<file path="config.mk">
export PLATFORM = sky130hd
export DESIGN_NAME = lsm_seq
export DESIGN_NICKNAME = d
export VERILOG_FILES = /design/src/rtl/lsm_pkg.sv /design/src/rtl/lsm_popcount.sv /design/src/rtl/lsm_lowbit.sv /design/src/rtl/lsm_mode_decode.sv /design/src/rtl/lsm_seq.sv
export SDC_FILE = /design/constraint.sdc
export NUM_CORES = 1
export LEC_CHECK = 0
export BUFFER_PORTS_ARGS = -buffer_cell sky130_fd_sc_hd__buf_2
export CELL_PAD_IN_SITES_DETAIL_PLACEMENT = 2
export CELL_PAD_IN_SITES_GLOBAL_PLACEMENT = 2
export CORE_ASPECT_RATIO = 1.1
export CORE_MARGIN = 5
export CORE_UTILIZATION = 37
export CTS_BUF_LIST = sky130_fd_sc_hd__clkbuf_4 sky130_fd_sc_hd__clkbuf_8
export DETAILED_ROUTE_END_ITERATION = 10
export GPL_ROUTABILITY_DRIVEN = 1
export PLACE_DENSITY_LB_ADDON = 0.1
export SLEW_MARGIN = 20
export SYNTH_ARGS = -nofsm -noshare
export SYNTH_HDL_FRONTEND = slang
export SYNTH_SLANG_ARGS = --single-unit
export TNS_END_PERCENT = 100
</file>
<file path="constraint.sdc">
create_clock -name clk -period 7.4 [get_ports clk]
set_input_delay 0 -clock clk [delete_from_list [all_inputs] [get_ports clk]]
set_output_delay 0 -clock clk [all_outputs]
set_load 0.005 [all_outputs]
</file>
<file path="src/rtl/lsm_pkg.sv">
package lsm_pkg;
  typedef enum logic [1:0] {
    UOP_COPY = 2'd0,
    UOP_XFER = 2'd1,
    UOP_ADD  = 2'd2,
    UOP_SUB  = 2'd3
  } uop_kind_e;

  typedef enum logic [1:0] {
    ST_IDLE,
    ST_COPY,
    ST_XFER,
    ST_WB
  } seq_state_e;

  localparam int MODE_W = 5;
  localparam int BIT_P  = 4;
  localparam int BIT_U  = 3;
  localparam int BIT_W  = 1;
  localparam int BIT_L  = 0;
endpackage

</file>
<file path="src/rtl/lsm_popcount.sv">
module lsm_popcount #(
  parameter int W  = 16,
  parameter int CW = $clog2(W + 1)
) (
  input  logic [W-1:0]  vec,
  output logic [CW-1:0] count
);
  logic [CW-1:0] acc [0:W];

  assign acc[0] = '0;
  for (genvar g = 0; g < W; g++) begin : g_sum
    assign acc[g+1] = acc[g] + CW'(vec[g]);
  end
  assign count = acc[W];
endmodule

</file>
<file path="src/rtl/lsm_lowbit.sv">
module lsm_lowbit #(
  parameter int W  = 16,
  parameter int IW = $clog2(W)
) (
  input  logic [W-1:0]  vec,
  output logic [IW-1:0] idx,
  output logic [W-1:0]  onehot
);
  always_comb begin
    idx = '0;
    for (int i = W - 1; i >= 0; i--) begin
      if (vec[i]) idx = IW'(i);
    end
  end

  assign onehot = vec & (~vec + W'(1));
endmodule

</file>
<file path="src/rtl/lsm_mode_decode.sv">
module lsm_mode_decode
  import lsm_pkg::*;
#(
  parameter int CW    = 5,
  parameter int OFF_W = 32,
  parameter int STEP  = 4
) (
  input  logic [MODE_W-1:0] mode,
  input  logic [CW-1:0]     count,
  output logic              supported,
  output logic              up,
  output logic              wb,
  output logic              load,
  output logic [OFF_W-1:0]  span,
  output logic [OFF_W-1:0]  start_off
);
  localparam logic [OFF_W-1:0] STEP_V = OFF_W'(STEP);

  always_comb begin
    case (mode)
      5'h01, 5'h03, 5'h08, 5'h09, 5'h0B,
      5'h11, 5'h12, 5'h18, 5'h19: supported = 1'b1;
      default:                    supported = 1'b0;
    endcase
  end

  assign up   = mode[BIT_U];
  assign wb   = mode[BIT_W];
  assign load = mode[BIT_L];
  assign span = OFF_W'(count) * STEP_V;

  always_comb begin
    case ({mode[BIT_P], mode[BIT_U]})
      2'b01:   start_off = '0;
      2'b11:   start_off = STEP_V;
      2'b00:   start_off = span - STEP_V;
      default: start_off = span;
    endcase
  end
endmodule

</file>
<file path="src/rtl/lsm_seq.sv">
module lsm_seq
  import lsm_pkg::*;
#(
  parameter int REGS  = 16,
  parameter int OFF_W = 32,
  parameter int STEP  = 4
) (
  input  logic                    clk,
  input  logic                    rst,
  input  logic                    in_valid,
  output logic                    in_ready,
  input  logic [REGS-1:0]         in_reglist,
  input  logic [MODE_W-1:0]       in_mode,
  input  logic [$clog2(REGS)-1:0] in_base,
  output logic                    out_valid,
  input  logic                    out_ready,
  output logic [1:0]              out_kind,
  output logic [$clog2(REGS)-1:0] out_reg,
  output logic [OFF_W-1:0]        out_offset,
  output logic                    out_load,
  output logic                    out_last,
  output logic                    err
);
  localparam int IW = $clog2(REGS);
  localparam int CW = $clog2(REGS + 1);
  localparam logic [OFF_W-1:0] STEP_V = OFF_W'(STEP);

  seq_state_e       state_q;
  logic [REGS-1:0]  list_q;
  logic [IW-1:0]    base_q;
  logic             up_q, wb_q, load_q, err_q;
  logic [CW-1:0]    rem_q;
  logic [OFF_W-1:0] off_q, span_q;

  logic [CW-1:0]    in_count;
  logic             dec_ok, dec_up, dec_wb, dec_load;
  logic [OFF_W-1:0] dec_span, dec_start;
  logic [IW-1:0]    pick_idx;
  logic [REGS-1:0]  pick_onehot;
  logic             take;
  logic             last_xfer;

  lsm_popcount #(.W(REGS), .CW(CW)) u_count (
    .vec   (in_reglist),
    .count (in_count)
  );

  lsm_mode_decode #(.CW(CW), .OFF_W(OFF_W), .STEP(STEP)) u_decode (
    .mode      (in_mode),
    .count     (in_count),
    .supported (dec_ok),
    .up        (dec_up),
    .wb        (dec_wb),
    .load      (dec_load),
    .span      (dec_span),
    .start_off (dec_start)
  );

  lsm_lowbit #(.W(REGS), .IW(IW)) u_pick (
    .vec    (list_q),
    .idx    (pick_idx),
    .onehot (pick_onehot)
  );

  assign take      = out_valid && out_ready;
  assign last_xfer = (rem_q == CW'(1));

  always_ff @(posedge clk) begin
    if (rst) begin
      state_q <= ST_IDLE;
      list_q  <= '0;
      base_q  <= '0;
      up_q    <= 1'b0;
      wb_q    <= 1'b0;
      load_q  <= 1'b0;
      err_q   <= 1'b0;
      rem_q   <= '0;
      off_q   <= '0;
      span_q  <= '0;
    end else begin
      err_q <= 1'b0;
      case (state_q)
        ST_IDLE: begin
          if (in_valid) begin
            if (dec_ok && (in_count != '0)) begin
              state_q <= ST_COPY;
              list_q  <= in_reglist;
              base_q  <= in_base;
              up_q    <= dec_up;
              wb_q    <= dec_wb;
              load_q  <= dec_load;
              rem_q   <= in_count;
              off_q   <= dec_start;
              span_q  <= dec_span;
            end else begin
              err_q <= 1'b1;
            end
          end
        end
        ST_COPY: begin
          if (take) state_q <= ST_XFER;
        end
        ST_XFER: begin
          if (take) begin
            list_q <= list_q & ~pick_onehot;
            off_q  <= up_q ? off_q + STEP_V : off_q - STEP_V;
            rem_q  <= rem_q - CW'(1);
            if (last_xfer) state_q <= wb_q ? ST_WB : ST_IDLE;
          end
        end
        default: begin
          if (take) state_q <= ST_IDLE;
        end
      endcase
    end
  end

  assign in_ready  = (state_q == ST_IDLE);
  assign out_valid = (state_q != ST_IDLE);
  assign err       = err_q;
  assign out_load  = load_q;

  always_comb begin
    out_kind   = UOP_COPY;
    out_reg    = base_q;
    out_offset = '0;
    out_last   = 1'b0;
    case (state_q)
      ST_XFER: begin
        out_kind   = UOP_XFER;
        out_reg    = pick_idx;
        out_offset = off_q;
        out_last   = last_xfer && !wb_q;
      end
      ST_WB: begin
        out_kind   = up_q ? UOP_ADD : UOP_SUB;
        out_offset = span_q;
        out_last   = 1'b1;
      end
      default: ;
    endcase
  end
endmodule

</file>
# --- Word level (Yosys, flattened, before mapping) ---
# Memory sizes are Yosys's and may differ from the RTL's.
# Index checks and enable logic that the tools add are counted.
word_totals:
  out_inout_bits: 43
  inputBits: 29
  reg_bits: 68
  elab_cells: 106
  mem_count: 1
  romBits: 32
classes:
  n_reduce_logical: 14
  bitwise_logic: 6
  n_addsub: 20
  n_mux: 44
  n_eq_ne: 11
memory_table:
  columns: ["name", "depth", "width", "rd", "rd_ports_with_merged_regs", "wr", "line_no", "text"]
  rows:
  - ["(no name shown)", 32, 1, 1, 0, 0, "lsm_mode_decode.sv:20", "case (mode)"]
op_table:
  columns: ["op", "n"]
  rows:
  - ["2-to-1 mux 32 bit", 4]
  - ["case mux 32 bit (2 select lines)", 2]
  - ["case mux 32 bit (3 select lines)", 1]
  - ["adder 5 x 1 -> 5 bit", 14]
  - ["2-to-1 mux 4 bit", 17]
  - ["2-to-1 mux 16 bit", 3]
  - ["adder 32 x 3 -> 32 bit, second input constant", 1]
  - ["bitwise AND 16 bit", 2]
  - ["NOT 16 bit", 2]
  - ["case mux 16 bit (2 select lines)", 1]
  - ["subtractor 32 x 3 -> 32 bit, second input constant", 1]
  - ["adder 16 x 1 -> 16 bit, second input constant", 1]
  - ["2-to-1 mux 5 bit", 3]
  - ["2-to-1 mux 2 bit", 7]
  - ["case mux 5 bit (2 select lines)", 1]
  - ["inequality test 2 bit, second input constant", 4]
  - ["subtractor 7 x 3 -> 8 bit, second input constant", 1]
  - ["equality test 2 bit, second input constant", 3]
  - ["case mux 2 bit (3 select lines)", 1]
  - ["AND reduction 6 bit", 1]
  - ["nonzero test 2 bit", 3]
  - ["equality test 5 x 1 -> 1 bit, second input constant", 1]
  - ["nonzero test 5 bit", 1]
  - ["subtractor 5 x 1 -> 5 bit, second input constant", 1]
  - ["13 further kinds", 19]

# --- Longest topological paths before layout ---
# Gate-level depths: netlist (run 1).
logic_depth:
  word_depth: 20
  mapped_depth: 18
  ltp_nobuf: 16

# --- Modules after synthesis ---
# A second synthesis (run 1) with hierarchy kept.
hier_totals:
  cells_unflattened: 996
  area_unflattened_um2: 7390.8
by_module_without_submodules:
  columns: ["mod", "seq_area_each_um2", "cells_each", "instances", "area_each_um2"]
  rows:
  - ["lsm_seq", 1901.8, 815, 1, 6019.5]
  - ["lsm_mode_decode", 0.0, 86, 1, 654.4]
  - ["lsm_popcount", 0.0, 41, 1, 385.4]
  - ["lsm_lowbit", 0.0, 54, 1, 331.6]

# --- Worst setup path before layout (run 1) ---
# OpenSTA, ideal clock, no wires.
synth_path:
  path_kind: "input-to-reg"
  from: "input port in_reglist[2]"
  to: "register off_q[4]"
  t_required_ns: 7.268
  t_arrival_ns: 4.094
  setup_ns: 0.132
  stages: 16
  path_slack_ns: 3.175
  n_path_buf: 2
  cell_sequence: "inv_1 -> fa_1 -> fa_1 -> fa_1 -> fa_1 -> fa_1 -> inv_1 -> fa_1 -> inv_1 -> ha_1 -> a311oi_2 -> o21ai_2 -> buf_2 -> buf_6 -> a221oi_1 -> nor3_1"
synth_between:
  elab_chain_cells: 19
  word_cells_on_any_way: 23
  cone_classes: "add/sub (15); eq/ne (1); mux (4); reduce/logical (3)"
synth_rtl:
  columns: ["element", "line_no", "text"]
  rows:
  - ["from (decl)", "lsm_seq.sv:12", "input logic [REGS-1:0] in_reglist,"]
  - ["adder 5 x 1 -> 5 bit * (14 in series)", "lsm_popcount.sv:12", "assign acc[g+1] = acc[g] + CW'(vec[g]);"]
  - ["net dec_span[3]", "lsm_seq.sv:37", "logic [OFF_W-1:0] dec_span, dec_start;"]
  - ["subtractor 7 x 3 -> 8 bit", "lsm_mode_decode.sv:36", "2'b00: start_off = span - STEP_V;"]
  - ["case mux 32 bit (3 select lines)", "lsm_mode_decode.sv:33", "case ({mode[BIT_P], mode[BIT_U]})"]
  - ["2-to-1 mux 32 bit", "lsm_seq.sv:85", "if (dec_ok && (in_count != '0)) begin"]
  - ["2-to-1 mux 32 bit", "lsm_seq.sv:84", "if (in_valid) begin"]
  - ["case mux 32 bit (2 select lines)", "lsm_seq.sv:82", "case (state_q)"]
  - ["to (signal assigned)", "lsm_seq.sv:93", "off_q <= dec_start;"]
  - ["to (signal assigned)", "lsm_seq.sv:106", "off_q <= up_q ? off_q + STEP_V : off_q - STEP_V;"]
  - ["to (decl)", "lsm_seq.sv:33", "logic [OFF_W-1:0] off_q, span_q;"]
# Mark *: on every way through the listed nets, which the timed path passes. The rest lies on a longest branch. The select of a mux whose other input is x is not followed.
# A chain may end at the register's enable or synchronous reset.

# --- Worst setup path after layout (run 1) ---
layout_path:
  from: "input port in_reglist[2]"
  to: "register off_q[14]"
# Same word-level chain as after synthesis.

==> flow_metrics.env, run 1 <==
export IMPL_cp_end_kind="flop"
export IMPL_crit_arrival_ns=5.69
export IMPL_p_leak_uw=0.00281
export IMPL_core_area_mm2=0.0144
export IMPL_clkSlewWorstSetupHoldPaths_ns=0.09
export IMPL_fin_crit_ns=5.45
export IMPL_cts_tree="yes"
export IMPL_gp_congestion=0.900
export IMPL_post_drt_wl_per_cell_um=20.8
export IMPL_insertion_delay_ns=0.38
export IMPL_cts_buffers=9
export IMPL_drc=0
export IMPL_critPathLaunchType="input pin"
export IMPL_fin_crit_sh_pct=73.7
export IMPL_grt_pass1_wl_um=33700
export IMPL_worstMarginPinSlew_ns=0.809
export IMPL_fillers=1699
export IMPL_vdd_drop_max_mv=0.225
export IMPL_num_rows=46
export IMPL_htreeDepth=3
export IMPL_status="complete, no violations"
export IMPL_drtIter0Drc=226
export IMPL_drtAntennaViolNets=0
export IMPL_postCtsHoldBufs=24
export IMPL_timing_hold_ws_ns=0.0149
export IMPL_antenna_cells=0
export IMPL_io_buffers=69
export IMPL_slew_headroom_pct=46.0
export IMPL_multi_input_area_mm2=0.00378
export IMPL_rsz0062_at_grt="false"
export IMPL_viasPerCell=5.78
export IMPL_first_global_vias=6442
export IMPL_crit_fanout=38
export IMPL_crit_type="in2reg"
export IMPL_powerDensity_mw_per_mm2=347
export IMPL_start_util_pct=37.7
export IMPL_layout_cells_non_filler=992
export IMPL_synth_area_per_cell_um2=7.50
export IMPL_ys_types=67
export IMPL_cts_path_max_buffers=2
export IMPL_fmax_ghz=0.183
export IMPL_drive_gt1_share_pct=13.8
export IMPL_whs_path_depth=3
export IMPL_dr_pass1_iters=4
export IMPL_ys_warn_count=0
export IMPL_drv_cap=0
export IMPL_synth_seq_area_share_pct=24.3
export IMPL_synth_edf_count=0
export IMPL_ff_latch_area_mm2=0.00132
export IMPL_dpl_hpwl_um=14900
export IMPL_synth_ff_type="dfxtp_1"
export IMPL_cts_setup_buffers=0
export IMPL_syn_area_mm2=0.00543
export IMPL_dp_cells=952
export IMPL_nNetsFinal=873
export IMPL_vias=5732
export IMPL_die_area_mm2=0.0172
export IMPL_root_buffer="clkbuf_8"
export IMPL_slew_violations=0
export IMPL_netlist_instances=724
export IMPL_setup_tns_ns=0
export IMPL_setup_viol=0
export IMPL_cts_resized=0
export IMPL_place_ws_ns=2.03
export IMPL_ioPinCount=72
export IMPL_drt_total_wl_um=20600
export IMPL_syn_to_final_growth_pct=16.6
export IMPL_ys_ff_latch=66
export IMPL_grt_max_degree=61
export IMPL_setup_slack_ns=1.95
export IMPL_hold_violations=0
export IMPL_overflow=0
export IMPL_antenna_found_initial=0
export IMPL_reg2regPathDepth=10
export IMPL_die_y_um=137
export IMPL_worstPathRequired_ns=7.64
export IMPL_hold_path_class="in2reg"
export IMPL_skew_ns=0.0133
export IMPL_die_x_um=125
export IMPL_async_flop_share_pct=0
export IMPL_cts_sinks=66
export IMPL_grt_usage_pct=24.2
## state kept, by name (all words and copies together) (netlist names)
name / count
list_q: 16
base_q: 4
rem_q: 5
up_q: 1
span_q: 5
off_q: 30
err: 1
state_q: 2
out_load: 1
wb_q: 1
## kinds of logic after synthesis
kind of cell | share of synthesized area [%]
and+or+nand+nor | 23.1
AOI/OAI and AO/OA | 27.4
buffers and inverters | 6.29
DFF | 24.3
adders and majority gates | 12.8
xor gates and xnor gates | 4.33
muxes | 1.54
other | 0.0691
## cells in the final DEF, fill, tap and decap left out, drive strengths merged, types with 16 or more instances in the layout
cell type	n
dfxtp	66
buf	75
o21ai	51
inv	37
nor2	83
a21oi	69
nand2	77
dlygate4sd3	24
nor3	26
and2	29
ha	38
nand3	16
a21o	21
## synthesized netlist by cell type, drive strengths merged, types with 5 or more instances
library cell / count / area share [%]
nor2: 83 / 6.1
nand2: 77 / 5.4
a21oi: 69 / 6.4
dfxtp: 66 / 24
o21ai: 51 / 4.8
ha: 38 / 8.8
inv: 37 / 2.6
and2: 29 / 3.3
nor3: 26 / 2.5
clkbuf: 24 / 1.7
a21o: 21 / 2.9
buf: 16 / 2.0
nand3: 16 / 1.5
a211oi: 15 / 2.3
xnor2: 15 / 2.6
a22oi: 12 / 1.7
fa: 11 / 4.1
xor2: 11 / 1.8
o21bai: 9 / 1.2
a311oi: 7 / 1.4
nor4: 7 / 0.81
o31ai: 7 / 1.1
nand4: 6 / 0.69
o211ai: 6 / 0.83
o21a: 6 / 0.83
a31oi: 5 / 0.69
mux2i: 5 / 0.92
nand2b: 5 / 0.58
nor2b: 5 / 0.58
## path summary, 6_finish.rpt
path	startpoint	end	slack [ns]
worst max-delay path	in_reglist[2]	off_q[14]	1.95
worst min-delay path	in_reglist[7]	list_q[7]	0.01
worst max register to register	up_q	off_q[28]	4.17
worst min register to register	base_q[1]	base_q[1]	0.46
## report_power, final
group          internal (uW)  switching [uW]
sequential               411            59.2
combinational            522             846
clock                    188             168
## metal layers
metal  vias to the layer above  share of wire (%)  GRT usage, %  wire [um]
met5                         -                  0             0          0
met4                         0                1.9          6.93        388
met3                        31                3.2          3.75        661
met2                        96                 53          45.8      10800
met1                      2893                 42          28.3       8720
li1                       2712                  -             -          -
## cell type report
| class | count | share of cell area, % |
|---|---|---|
| Inverter | 38 | 2.25 |
| Clock inverter | 3 | 0.731 |
| Clock buffer | 13 | 2.73 |
| Timing Repair Buffer | 99 | 9.96 |
| Sequential cell | 66 | 20.9 |
| Multi-Input combinational cell | 581 | 59.7 |
| Tap cell | 192 | 3.80 |
## per-stage QoR
step           utilization (%)  power (uW)  instance area (um^2)
4_1_cts                   44.0        2200                  6330
3_3_place_gp              40.8        1740                  5870
5_1_grt                   44.0        2370                  6330
2_1_floorplan                -        1450                  5430
6_report                  44.0        2190                  6330
3_5_place_dp              40.8        1810                  5870
## worst max-delay path: stages
cell and delay (ns):
dlygate4sd3_1 0.53, buf_2 0.13, inv_1 0.06, fa_1 0.51, fa_1 0.58, fa_1 0.43, fa_1 0.51, fa_1 0.20
inv_1 0.06, fa_1 0.57, inv_1 0.09, ha_1 0.22, a311oi_2 0.39, o21a_2 0.73, nand2_1 0.36, a21oi_1 0.23
nor3_1 0.08
Power figures use the tool's default switching activity.
==> run 2, diff against run 1 <==
Settings changed: ABC_AREA set to 1, CORE_UTILIZATION 37 to 29.
Clock period 7.4 ns to 4.48 ns, I/O delays scaled along.
==> run 2 against run 1 <==
Final cell count grew 32%. Routed wire length grew 13%. Sequential share of layout area shrank 1.9 points. Hold slack gained 0.014 ns. Setup slack lost 1.8 ns. Clock skew shrank 0.0060 ns. Register-to-register slack lost 2.6 ns. Sequential cell count is the same. Synthesized cell count grew 33%. Count of clock-buffer cells in the layout shrank 4. Non-clock buffer count grew 4. Critical path depth grew 4. Critical path type unchanged. Highest routed layer unchanged.
==> flow_metrics.env, run 2 <==
export IMPL_status="complete, no violations"
export IMPL_setup_slack_ns=0.151
export IMPL_insertion_delay_ns=0.37
export IMPL_layout_commonest_cell="nand2_1"
export IMPL_critPathSlowestCell="fa_1"
export IMPL_fmax_ghz=0.231
export IMPL_dpl_hpwl_um=17800
export IMPL_htreeDepth=3
export IMPL_syn_to_final_growth_pct=20.6
export IMPL_ys_ff_latch=66
export IMPL_critPathLaunchType="input pin"
export IMPL_worstMarginPinSlew_ns=1.05
export IMPL_cts_buffers=9
export IMPL_viasPerCell=5.04
export IMPL_drtIter0Drc=215
export IMPL_skew_ns=0.00729
export IMPL_core_area_mm2=0.0197
export IMPL_drc=0
export IMPL_drive_gt1_share_pct=11.9
export IMPL_async_flop_share_pct=0
export IMPL_synth_most_common_cell="nand2_1"
export IMPL_largest_register_ffs=30
export IMPL_io_buffers=69
export IMPL_hold_violations=0
export IMPL_crit_arrival_ns=4.60
export IMPL_synth_ff_type="dfxtp_1"
export IMPL_nNetsFinal=1129
export IMPL_dr_pass1_iters=4
export IMPL_antenna_found_initial=0
export IMPL_slew_headroom_pct=29.7
export IMPL_fin_crit_ns=4.33
export IMPL_grt_max_degree=50
export IMPL_synth_area_per_cell_um2=5.97
export IMPL_clkSlewWorstSetupHoldPaths_ns=0.08
export IMPL_fin_crit_sh_pct=96.6
export IMPL_first_global_vias=7072
export IMPL_setup_viol=0
export IMPL_layout_common_cells="248 x nand2_1, 141 x nor2_1, 133 x inv_1, 95 x a21oi_1, 69 x buf_2"
export IMPL_cts_path_max_buffers=2
export IMPL_syn_area_mm2=0.00576
export IMPL_ff_latch_area_mm2=0.00132
export IMPL_synth_seq_area_share_pct=22.9
export IMPL_setup_tns_ns=0
export IMPL_ys_types=41
export IMPL_ys_top_cells_by_count="248 x nand2_1, 142 x nor2_1, 136 x inv_1"
export IMPL_synth_area_leaders="dfxtp_1 23%, nand2_1 16%, nor2_1 9.2%"
export IMPL_hold_path_class="in2reg"
export IMPL_worstPathRequired_ns=4.75
export IMPL_top_regs="off_q x30, list_q x16"
export IMPL_vias=6591
export IMPL_antenna_cells=0
export IMPL_place_ws_ns=-0.0150
export IMPL_synth_top_cell_by_area="dfxtp_1"
export IMPL_ioPinCount=72
export IMPL_cp_end_kind="flop"
export IMPL_drv_cap=0
export IMPL_slew_violations=0
export IMPL_netlist_instances=966
export IMPL_grt_usage_pct=20.5
export IMPL_overflow=0
export IMPL_synth_top_area_share_pct=22.9
export IMPL_start_util_pct=29.2
export IMPL_die_y_um=158
export IMPL_synth_edf_count=0
export IMPL_gp_congestion=0.896
export IMPL_drtAntennaViolNets=0
export IMPL_grt_pass1_wl_um=36900
export IMPL_die_area_mm2=0.0228
export IMPL_cpMostUsedCell="fa_1"
export IMPL_die_x_um=144
export IMPL_cts_tree="yes"
export IMPL_post_drt_wl_per_cell_um=17.8
export IMPL_fillers=2527
export IMPL_ys_warn_count=0
export IMPL_largest_register="off_q"
export IMPL_multi_input_area_mm2=0.00381
export IMPL_crit_path_cell_trace="dlygate4sd3_1, buf_2, ha_1, inv_1, fa_1, fa_1, fa_1, fa_2, inv_2, fa_1, inv_2, ha_1, nand4_1, nand2_2, nand2_4, nand2_8, nor2_4, buf_12, nand2_1, nand2_1, inv_1"
export IMPL_crit_fanout=20
export IMPL_num_rows=54
export IMPL_cpPeakStageDelay_ns=0.54
export IMPL_root_buffer="clkbuf_8"
export IMPL_cts_sinks=66
export IMPL_drt_total_wl_um=23300
export IMPL_crit_type="in2reg"
[run 2: through the flow]
stage / util, % / hold slack (ns) / area [um^2] / cells
final: 35.2 / 0.0291 / 6950 / 1308
after global routing: 35.2 / 0.0358 / 6950 / 1308
after CTS: 34.7 / 0.0150 / 6840 / 1305
after detailed placement: 32.9 / 0.232 / 6480 / 1277
after global placement: 32.9 / 0.229 / 6480 / 1277
after floorplan: - / 0.135 / 5770 / 967
[run 2: repair_timing]
| item | in CTS | in global routing |
|---|---|---|
| setup buffers | 0 | 0 |
| gates resized for setup | 0 | 9 |
| endpoints found under the setup margin | 0 | 49 |
| endpoints found under the hold margin | 12 | 0 |
| hold buffers | 12 | 0 |
[run 2: critical path, delay by kind of cell]
kind / cells / cell delay, ns
adders and majority gates: 7 / 2.70
buffers and inverters: 7 / 1.11
and+or+nand+nor: 7 / 0.78
[run 2: routing by layer]
metal	global-route usage [%]	routed length, um	vias up
met5	0	0	-
met4	5.20	346	0
met3	2.66	587	19
met2	38.8	12200	73
met1	24.3	10200	3228
li1	-	-	3271
[run 2: path summary, 6_finish.rpt]
kind,start,to,slack (ns),cells after the start
max,in_reglist[0],off_q[22],0.15,21
min,in_reglist[9],list_q[9],0.03,5
max reg2reg,up_q,off_q[22],1.58,14
min reg2reg,list_q[1],list_q[1],0.49,2
[run 2: final cells by class]
cell class / count / area share, %
clock buffer: 9 / 1.78
multi-input combinational: 732 / 54.9
clock inverter: 7 / 1.69
sequential: 66 / 19.0
inverter: 139 / 7.51
timing repair buffer: 103 / 10.6
tap: 252 / 4.54
[run 2: cells by family (layout without fill, tap and decap cells)]
| family | Yosys count | in the layout | synth area share (%) |
|---|---|---|---|
| simple gates | 483 | 483 | 34.2 |
| compound gates | 188 | 188 | 17.6 |
| buf+inv | 169 | 258 | 11.5 |
| flops | 66 | 66 | 22.9 |
| fa+ha+maj | 49 | 49 | 12.1 |
| xor+xnor | 10 | 10 | 1.65 |
| other cells | 1 | 2 | 0.0651 |
Power of run 2 is not shown: default switching activity piles up to over one toggle a cycle in this logic, so the estimate is an artifact.
